$ cat src/rtl/rfe_status_pkg.sv
package rfe_status_pkg;

  typedef enum logic {
    RET_EXC = 1'b0,
    RET_NMI = 1'b1
  } ret_kind_e;

  // Single-bit mask at a given position of a word
  function automatic logic [63:0] bit_mask(input int unsigned pos);
    logic [63:0] m;
    m = '0;
    m[pos] = 1'b1;
    return m;
  endfunction

endpackage

$ cat src/rtl/rfe_pop_shift.sv
module rfe_pop_shift #(
  parameter int unsigned W     = 32,
  parameter int unsigned KEEP  = 2,
  parameter int unsigned GAP   = 2,
  parameter int unsigned SHIFT = 10
) (
  input  logic [W-1:0] old_word,
  output logic [W-1:0] popped
);
  localparam int unsigned LOW = W - KEEP - GAP;

  logic [LOW-1:0] low_field;

  always_comb begin
    low_field = old_word[LOW-1:0] >> SHIFT;
  end

  generate
    if (GAP > 0) begin : g_gap
      always_comb begin
        popped = {old_word[W-1 -: KEEP], {GAP{1'b0}}, low_field};
      end
    end else begin : g_nogap
      always_comb begin
        popped = {old_word[W-1 -: KEEP], low_field};
      end
    end
  endgenerate

endmodule

$ cat src/rtl/rfe_flag_merge.sv
module rfe_flag_merge #(
  parameter int unsigned W     = 32,
  parameter int unsigned P_POS = 7,
  parameter int unsigned M_POS = 30
) (
  input  logic [W-1:0] popped,
  input  logic         old_r,
  input  logic         is_nmi,
  output logic [W-1:0] merged
);
  import rfe_status_pkg::*;

  localparam logic [63:0] P_MASK64 = bit_mask(P_POS);
  localparam logic [63:0] M_MASK64 = bit_mask(M_POS);
  localparam logic [W-1:0] P_MASK  = P_MASK64[W-1:0];
  localparam logic [W-1:0] M_MASK  = M_MASK64[W-1:0];

  logic [W-1:0] p_add;
  logic [W-1:0] m_add;

  always_comb begin
    p_add  = old_r  ? '0 : P_MASK;
    m_add  = is_nmi ? M_MASK : '0;
    merged = popped | p_add | m_add;
  end

endmodule

$ cat src/rtl/rfe_sp_select.sv
module rfe_sp_select #(
  parameter int unsigned AW = 32
) (
  input  logic          user_mode,
  input  logic [AW-1:0] cur_sp,
  input  logic [AW-1:0] cur_ksp,
  input  logic [AW-1:0] cur_usp,
  output logic [AW-1:0] sp_out,
  output logic [AW-1:0] ksp_out
);

  always_comb begin
    if (user_mode) begin
      sp_out  = cur_usp;
      ksp_out = cur_sp;
    end else begin
      sp_out  = cur_sp;
      ksp_out = cur_ksp;
    end
  end

endmodule

$ cat src/rtl/rfe_status_restore.sv
module rfe_status_restore #(
  parameter int unsigned W     = 32,
  parameter int unsigned AW    = 32,
  parameter int unsigned KEEP  = 2,
  parameter int unsigned GAP   = 2,
  parameter int unsigned SHIFT = 10,
  parameter int unsigned U_POS = 8,
  parameter int unsigned P_POS = 7,
  parameter int unsigned R_POS = 8,
  parameter int unsigned M_POS = 30
) (
  input  logic          clk,
  input  logic          rst_n,
  input  logic          ret_valid,
  input  logic          ret_kind,
  input  logic [W-1:0]  cur_status,
  input  logic [AW-1:0] cur_sp,
  input  logic [AW-1:0] cur_ksp,
  input  logic [AW-1:0] cur_usp,
  output logic [W-1:0]  new_status,
  output logic [AW-1:0] new_sp,
  output logic [AW-1:0] new_ksp
);
  import rfe_status_pkg::*;

  logic [W-1:0]  popped;
  logic [W-1:0]  merged;
  logic [AW-1:0] sp_sel;
  logic [AW-1:0] ksp_sel;
  logic          is_nmi;

  logic [W-1:0]  status_q, status_d;
  logic [AW-1:0] sp_q, sp_d;
  logic [AW-1:0] ksp_q, ksp_d;

  always_comb begin
    is_nmi = (ret_kind_e'(ret_kind) == RET_NMI);
  end

  rfe_pop_shift #(
    .W(W), .KEEP(KEEP), .GAP(GAP), .SHIFT(SHIFT)
  ) u_pop (
    .old_word (cur_status),
    .popped   (popped)
  );

  rfe_flag_merge #(
    .W(W), .P_POS(P_POS), .M_POS(M_POS)
  ) u_flags (
    .popped (popped),
    .old_r  (cur_status[R_POS]),
    .is_nmi (is_nmi),
    .merged (merged)
  );

  rfe_sp_select #(
    .AW(AW)
  ) u_sp (
    .user_mode (merged[U_POS]),
    .cur_sp    (cur_sp),
    .cur_ksp   (cur_ksp),
    .cur_usp   (cur_usp),
    .sp_out    (sp_sel),
    .ksp_out   (ksp_sel)
  );

  // Next-state: commit only on the strobe
  always_comb begin
    status_d = status_q;
    sp_d     = sp_q;
    ksp_d    = ksp_q;
    if (ret_valid) begin
      status_d = merged;
      sp_d     = sp_sel;
      ksp_d    = ksp_sel;
    end
  end

  always_ff @(posedge clk or negedge rst_n) begin
    if (!rst_n) begin
      status_q <= '0;
      sp_q     <= '0;
      ksp_q    <= '0;
    end else begin
      status_q <= status_d;
      sp_q     <= sp_d;
      ksp_q    <= ksp_d;
    end
  end

  assign new_status = status_q;
  assign new_sp     = sp_q;
  assign new_ksp    = ksp_q;

endmodule

$ cat config.mk
export PLATFORM = sky130hd
export DESIGN_NAME = rfe_status_restore
export DESIGN_NICKNAME = d
export VERILOG_FILES = /design/src/rtl/rfe_status_pkg.sv /design/src/rtl/rfe_pop_shift.sv /design/src/rtl/rfe_flag_merge.sv /design/src/rtl/rfe_sp_select.sv /design/src/rtl/rfe_status_restore.sv
export SDC_FILE = /design/constraint.sdc
export NUM_CORES = 1
export LEC_CHECK = 0
export ABC_AREA = 1
export BUFFER_PORTS_ARGS = -buffer_cell sky130_fd_sc_hd__buf_2
export CORE_MARGIN = 4
export CORE_UTILIZATION = 49
export CTS_CLUSTER_DIAMETER = 80
export DETAILED_ROUTE_END_ITERATION = 12
export PLACE_DENSITY = 0.83
export SYNTH_ARGS = -nofsm -noshare
export SYNTH_HDL_FRONTEND = slang
export SYNTH_SLANG_ARGS = --single-unit
$ cat constraint.sdc
create_clock -name clk -period 1.8 [get_ports clk]
set_input_delay 0.09 -clock clk [delete_from_list [all_inputs] [get_ports clk]]
set_output_delay 0.09 -clock clk [all_outputs]
set_load 0.02 [all_outputs]
==> reports/metrics.csv, run 1 <==
metric;value;unit
status;finished, final reports clean;
Slew Limit Fails;0;
largest net degree at the start of global routing;56;
Critical Path End Type;flop;
IO buf count;204;
count of boundary I/O pins;228;
Distinct cells, synth;12;
Max H-tree Level;3;
Reg area;2100;um^2
Routed WL;12400;um
gr usage total;23.7;%
type of origin of the critical path;input pin;
Avg Cell Area, Syn;7.08;um^2
Tot Pwr;0.00464;W
CP required;2.04;ns
Top delay family on crit path;buffers and inverters;
fin crit period;1.24;ns
final setup fails;0;
FP Rows;33;
Fillers;707;
hpwl dp;8430;um
Worst-Margin Slew;0.569;ns
TritonCTS clock tree;done;
leading post-synthesis cells by cell area;dfrtp_1 (49%), nand2_1 (27%), inv_1 (8.5%), nand3_1 (7.5%), buf_4 (3.7%);
ratio of cells with drive above 1 in the final layout;27.8;%
# DRC;0;
R2R setup slack;1.11;ns
fin crit share;68.7;%
Min-Delay Path Class;input pin to flop;
CTS Root Cell;clkbuf_8;
Final Wtd Congestion;0.829;
WL per Instance;13.3;um
MaxCap Viol Count;0;
Die ar.;10300;um^2
worst skew pair latency;0.34;ns
clock sinks;84;
unrepaired setup endpoints after global routing;false;
CP max stage cell;dlygate4sd3_1;
Initial Util;51.3;%
Worst Path Buf+Inv;3;
Crit path largest cell delay;0.55;ns
Final nets;951;
Yosys top cell area share;48.9;%
Layout area overhead;32.2;%
final hold violation count;0;
Max IR drop VDD;0.513;mV
Bufs on Longest Clock Path;2;
worst path cell trace;dlygate4sd3_1, buf_2, o21ai_0, dlygate4sd3_1, nand2_1;
Initial DRC Count;227;
setup TNS;0;ns
Congestion Overflow GR;0;
slew margin rel.;62.1;%
commonest non-fill, non-tap cell in the layout;nand2_1;
die width;102;um
die height;102;um
Final ANT Viol Nets;0;
Vias;4413;
synth warn;0;
area of the core;8380;um^2
sequential element share of the synthesized area;48.9;%
post-cts sizing count;0;
mapped cell area;4300;um^2
first-pass GRT wire length;19500;um
Fmax achieved;0.809;GHz
cell type with the largest total area after synthesis;dfrtp_1;
multi-input logic area;1550;um^2
post-synthesis cell count;607;
CTS Buf Count;9;
CP max FO;1;
initial antenna violation count;1;
Leak;3.62;nW
power density cells;817;nW/um^2
number of global-route vias before repair;4285;
most frequent CP cell;dlygate4sd3_1;
most frequent cells in the layout;nand2_1 (312), buf_2 (203), inv_1 (97);
Reg clk slew, reported paths;0.09;ns
Post-CTS Setup Repair Bufs;0;
number of synthesized register bits;84;
clock skew;0;ns
Vias/cell;4.75;
WS Path Type;input pin to flop;
drt pass-1 iters;4;
Worst EP arrival;1.47;ns
## final timing paths
kind,from,end,depth (start not counted)
max,cur_status[30],new_status[30],5
min,cur_ksp[23],new_ksp[23],5
max reg2reg,new_status[0],new_status[0],2
min reg2reg,new_status[2],new_status[2],2
max in group asynchronous,rst_n,new_ksp[20],3
min in group asynchronous,rst_n,new_ksp[15],2
## what timing repair did
item	4_1_cts	5_1_grt
endpoints found under the setup margin	0	0
hold endpoints to repair	54	0
hold buffers	21	0
## Yosys cell counts
library cell and number:
buf_6 7, inv_2 2, dfrtp_1 84, o21ai_0 2
conb_1 1, inv_1 97, nand2_1 312, nand3_1 64
buf_4 21, buf_2 13, o21ai_1 1, clkbuf_1 3
## layer usage
| metal | up-vias | GRT usage [%] | wire [um] |
|---|---|---|---|
| li1 | 2163 | - | - |
| met1 | 1999 | 27.3 | 4710 |
| met2 | 214 | 41.6 | 6280 |
| met3 | 37 | 5.37 | 1000 |
| met4 | 0 | 11.5 | 363 |
| met5 | - | 0 | 0 |
## cell families after synthesis
| logic type | after synthesis | share of synthesized area, % |
|---|---|---|
| buf+inv | 143 | 15.9 |
| simple gates | 376 | 34.7 |
| flops | 84 | 48.9 |
| other cells | 1 | 0.0873 |
| compound gates | 3 | 0.349 |
## registers in the layout (all words and copies together), names as in the netlist
register / flops
new_ksp: 32
new_sp: 32
new_status: 20
## stage by stage
stage / util [%] / instance area [um^2] / setup slack (ns) / instances / hold WS (ns)
6_report: 67.8 / 5680 / 0.564 / 930 / 0.0328
5_1_grt: 67.8 / 5680 / 0.508 / 930 / 0.0340
4_1_cts: 67.8 / 5680 / 0.574 / 929 / 0.0106
3_5_place_dp: 63.1 / 5290 / 0.598 / 892 / 0.0766
3_3_place_gp: 63.1 / 5290 / 0.628 / 892 / 0.0745
2_1_floorplan: - / 4340 / 1.11 / 618 / -0.206
## worst register-to-register path, stage by stage (launching register included)
cell and delay, ns:
dfrtp_1 0.42, nand2_1 0.08, nand2_1 0.08
## power by group
part,leakage [nW],total [W],switching [W],internal (W)
logic,2.52,0.00115,0.000733,0.000416
clock network,0.0931,0.00131,0.000669,0.000636
registers,1.01,0.00219,0.000108,0.00208
## cell type report
cell class | count | share of cell area [%]
sequential | 84 | 37.0
multi-input combinational | 391 | 27.3
timing repair buffer | 234 | 23.6
inverter | 99 | 6.54
clock buffer | 11 | 2.31
tap | 105 | 2.31
clock inverter | 5 | 0.925
antenna | 1 | 0.0440
Power figures use the tool's default switching activity.
==> inputs of run 2 (changes only) <==
--- a/config.mk
+++ b/config.mk
@@ -8,10 +8,10 @@
 export ABC_AREA = 1
 export BUFFER_PORTS_ARGS = -buffer_cell sky130_fd_sc_hd__buf_2
 export CORE_MARGIN = 4
-export CORE_UTILIZATION = 49
+export CORE_UTILIZATION = 45
 export CTS_CLUSTER_DIAMETER = 80
 export DETAILED_ROUTE_END_ITERATION = 12
-export PLACE_DENSITY = 0.83
+export PLACE_DENSITY = 0.77
 export SYNTH_ARGS = -nofsm -noshare
 export SYNTH_HDL_FRONTEND = slang
 export SYNTH_SLANG_ARGS = --single-unit
==> constraint.sdc (replaced) <==
create_clock -name clk -period 1.25 [get_ports clk]
set_input_delay 0.0625 -clock clk [delete_from_list [all_inputs] [get_ports clk]]
set_output_delay 0.0625 -clock clk [all_outputs]
set_load 0.02 [all_outputs]
==> reports/metrics.csv, run 2 (synthesis gave the netlist of run 1 again) <==
metric;value;unit;change
status;finished, final reports clean;;
initial antenna violation count;1;;unchanged
worst setup path start;cur_status[17];;
drt pass-1 iters;4;;unchanged
Min-Delay Path Class;input pin to flop;;
CP max stage cell;dlygate4sd3_1;;
Initial DRC Count;217;;-4.4%
Post-Place Cell Area;5310;um^2;+0.52%
number of global-route vias before repair;4292;;+0.16%
post-route cell area;5940;um^2;+4.6%
worst skew pair latency;0.34;ns;about the same
hold depth;5;;unchanged
FP Rows;35;;+6.1%
count of boundary I/O pins;228;;unchanged
Routed WL;12000;um;-3.0%
Worst Path Buf+Inv;3;;unchanged
TritonCTS clock tree;done;;
most frequent CP cell;dlygate4sd3_1;;
Int Power;0.00459;W;+47%
Final ANT Viol Nets;0;;unchanged
CTS Root Cell;clkbuf_8;;
Crit path largest cell delay;0.57;ns;+0.02 ns
sw frac;33.2;%;+0.63 points
Leak;3.71;nW;+2.4%
Max H-tree Level;3;;unchanged
Vias;4376;;-0.84%
largest net degree at the start of global routing;85;;+52%
WS Path Type;input pin to flop;;
Layout area overhead;38.3;%;
Final Wtd Congestion;0.798;;-3.8%
clock sinks;84;;unchanged
hold endpoint;new_sp[31];;
hpwl dp;7840;um;-6.9%
Critical Path End Type;flop;;
fin crit share;99.8;%;
Gate power share;24.7;%;about the same
Die ar.;11200;um^2;+8.2%
setup TNS;0;ns;unchanged
Initial Util;46.3;%;-5.0 points
commonest non-fill, non-tap cell in the layout;nand2_1;;
Max IR drop VDD;0.767;mV;+50%
Worst R2R Path Depth;2;;unchanged
Reg clk slew, reported paths;0.10;ns;about the same
power density cells;1160;nW/um^2;+42%
area of the core;9280;um^2;+11%
Hold Startpoint;cur_usp[31];;
worst path cell trace;dlygate4sd3_1, buf_2, o21ai_0, dlygate4sd3_1, nand2_1;;
die height;106;um;+4.0%
P_sw;0.00228;W;+51%
IO buf count;204;;unchanged
CP required;1.50;ns;-0.54 ns
Worst Slack Setup Final;0.00311;ns;-0.561 ns
Top delay family on crit path;buffers and inverters;;
die width;106;um;+4.0%
CP max FO;1;;unchanged
Reg-to-Reg Start;new_ksp[5];;
gr usage total;21.3;%;-2.4 points
MaxCap Viol Count;0;;unchanged
sequential share of power;45.7;%;-1.4 points
Final nets;970;;+2.0%
CTS Buf Count;9;;unchanged
Vias/cell;4.50;;-5.2%
first-pass GRT wire length;19600;um;+0.53%
Fmax achieved;0.802;GHz;
clock skew;0;ns;unchanged
R2R setup slack;0.61;ns;-0.50 ns
# DRC;0;;unchanged
Core Util, Final;64.0;%;-3.8 points
WL per Instance;12.3;um;-7.2%
FF-to-FF End;new_ksp[5];;
final setup fails;0;;unchanged
unrepaired setup endpoints after global routing;false;;
Clock power frac;29.6;%;+1.5 points
cell count along the critical path;5;;unchanged
fin crit period;1.25;ns;
type of origin of the critical path;input pin;;
ratio of cells with drive above 1 in the final layout;27.2;%;-0.63 points
Slew Limit Fails;0;;unchanged
final hold violation count;0;;unchanged
Bufs on Longest Clock Path;2;;unchanged
pre-CTS setup slack;0.340;ns;-0.258 ns
Worst EP arrival;1.50;ns;+0.03 ns
Congestion Overflow GR;0;;unchanged
most frequent cells in the layout;nand2_1 (312), buf_2 (203), inv_1 (97);;
-- run 2: cell types whose count changed in the layout (fill, tap and decap cells not counted) --
cell	before	now
dlygate4sd3_1	21	42
buf_4	7	4
clkinv_2	3	0
clkbuf_1	2	0
inv_6	0	2
buf_12	3	4
clkinv_4	0	1
clkinvlp_4	1	2
inv_8	0	1
o21ai_0	2	1
o21ai_1	1	2
-- run 2: cell type report --
class                           count  area (um^2)
Fill cell                         840         3340
Sequential cell                    84         2100
Multi-Input combinational cell    391         1550
Timing Repair Buffer              253         1550
Inverter                           99          372
Tap cell                          129          161
Clock buffer                        9          124
Clock inverter                      7         82.6
Antenna cell                        1         2.50
-- run 2: worst min-delay path, delay by kind of cell --
| kind | cells | cell delay [ns] |
|---|---|---|
| simple gates | 3 | 0.15 |
| buf+inv | 2 | 0.11 |
-- run 2: worst max path at each step --
stage	endpoint	slack (ns)
after floorplan	new_status[8]	0.56
after global placement	new_sp[24]	0.37
after detailed placement	new_ksp[5]	0.34
after CTS	new_status[7]	0.07
after global routing	new_status[7]	0.02
final	new_status[7]	0.003
-- run 2: per-layer routing --
metal	global-route usage (%)	part of all wire, %	wire [um]
met5	0	0	0
met4	7.77	3.0	359
met3	4.59	7.5	903
met2	37.5	50	5990
met1	25.7	40	4740
-- run 2: repair_timing --
item / in CTS / in global routing
hold endpoints to repair: 123 / 0
setup buffers: 0 / 0
hold buffers: 42 / 0
resized for setup: 0 / 1
endpoints found under the setup margin: 0 / 1
-- run 2: stage by stage --
stage | hold WS (ns) | instances | power [W]
floorplan | -0.233 | 618 | 0.00416
global placement | 0.131 | 914 | 0.00475
detailed placement | 0.136 | 914 | 0.00479
CTS | 0.000178 | 972 | 0.00694
global route | 0.00996 | 973 | 0.00726
finish | 0.0121 | 973 | 0.00687
-- run 2: power groups by stage --
stage | clock network, W | logic [W] | registers, W
5_1_grt | 0.00221 | 0.00187 | 0.00318
2_1_floorplan | 0 | 0.000623 | 0.00354
3_3_place_gp | 0 | 0.00157 | 0.00318
3_5_place_dp | 0 | 0.00160 | 0.00319
4_1_cts | 0.00209 | 0.00170 | 0.00314
6_report | 0.00203 | 0.00169 | 0.00314
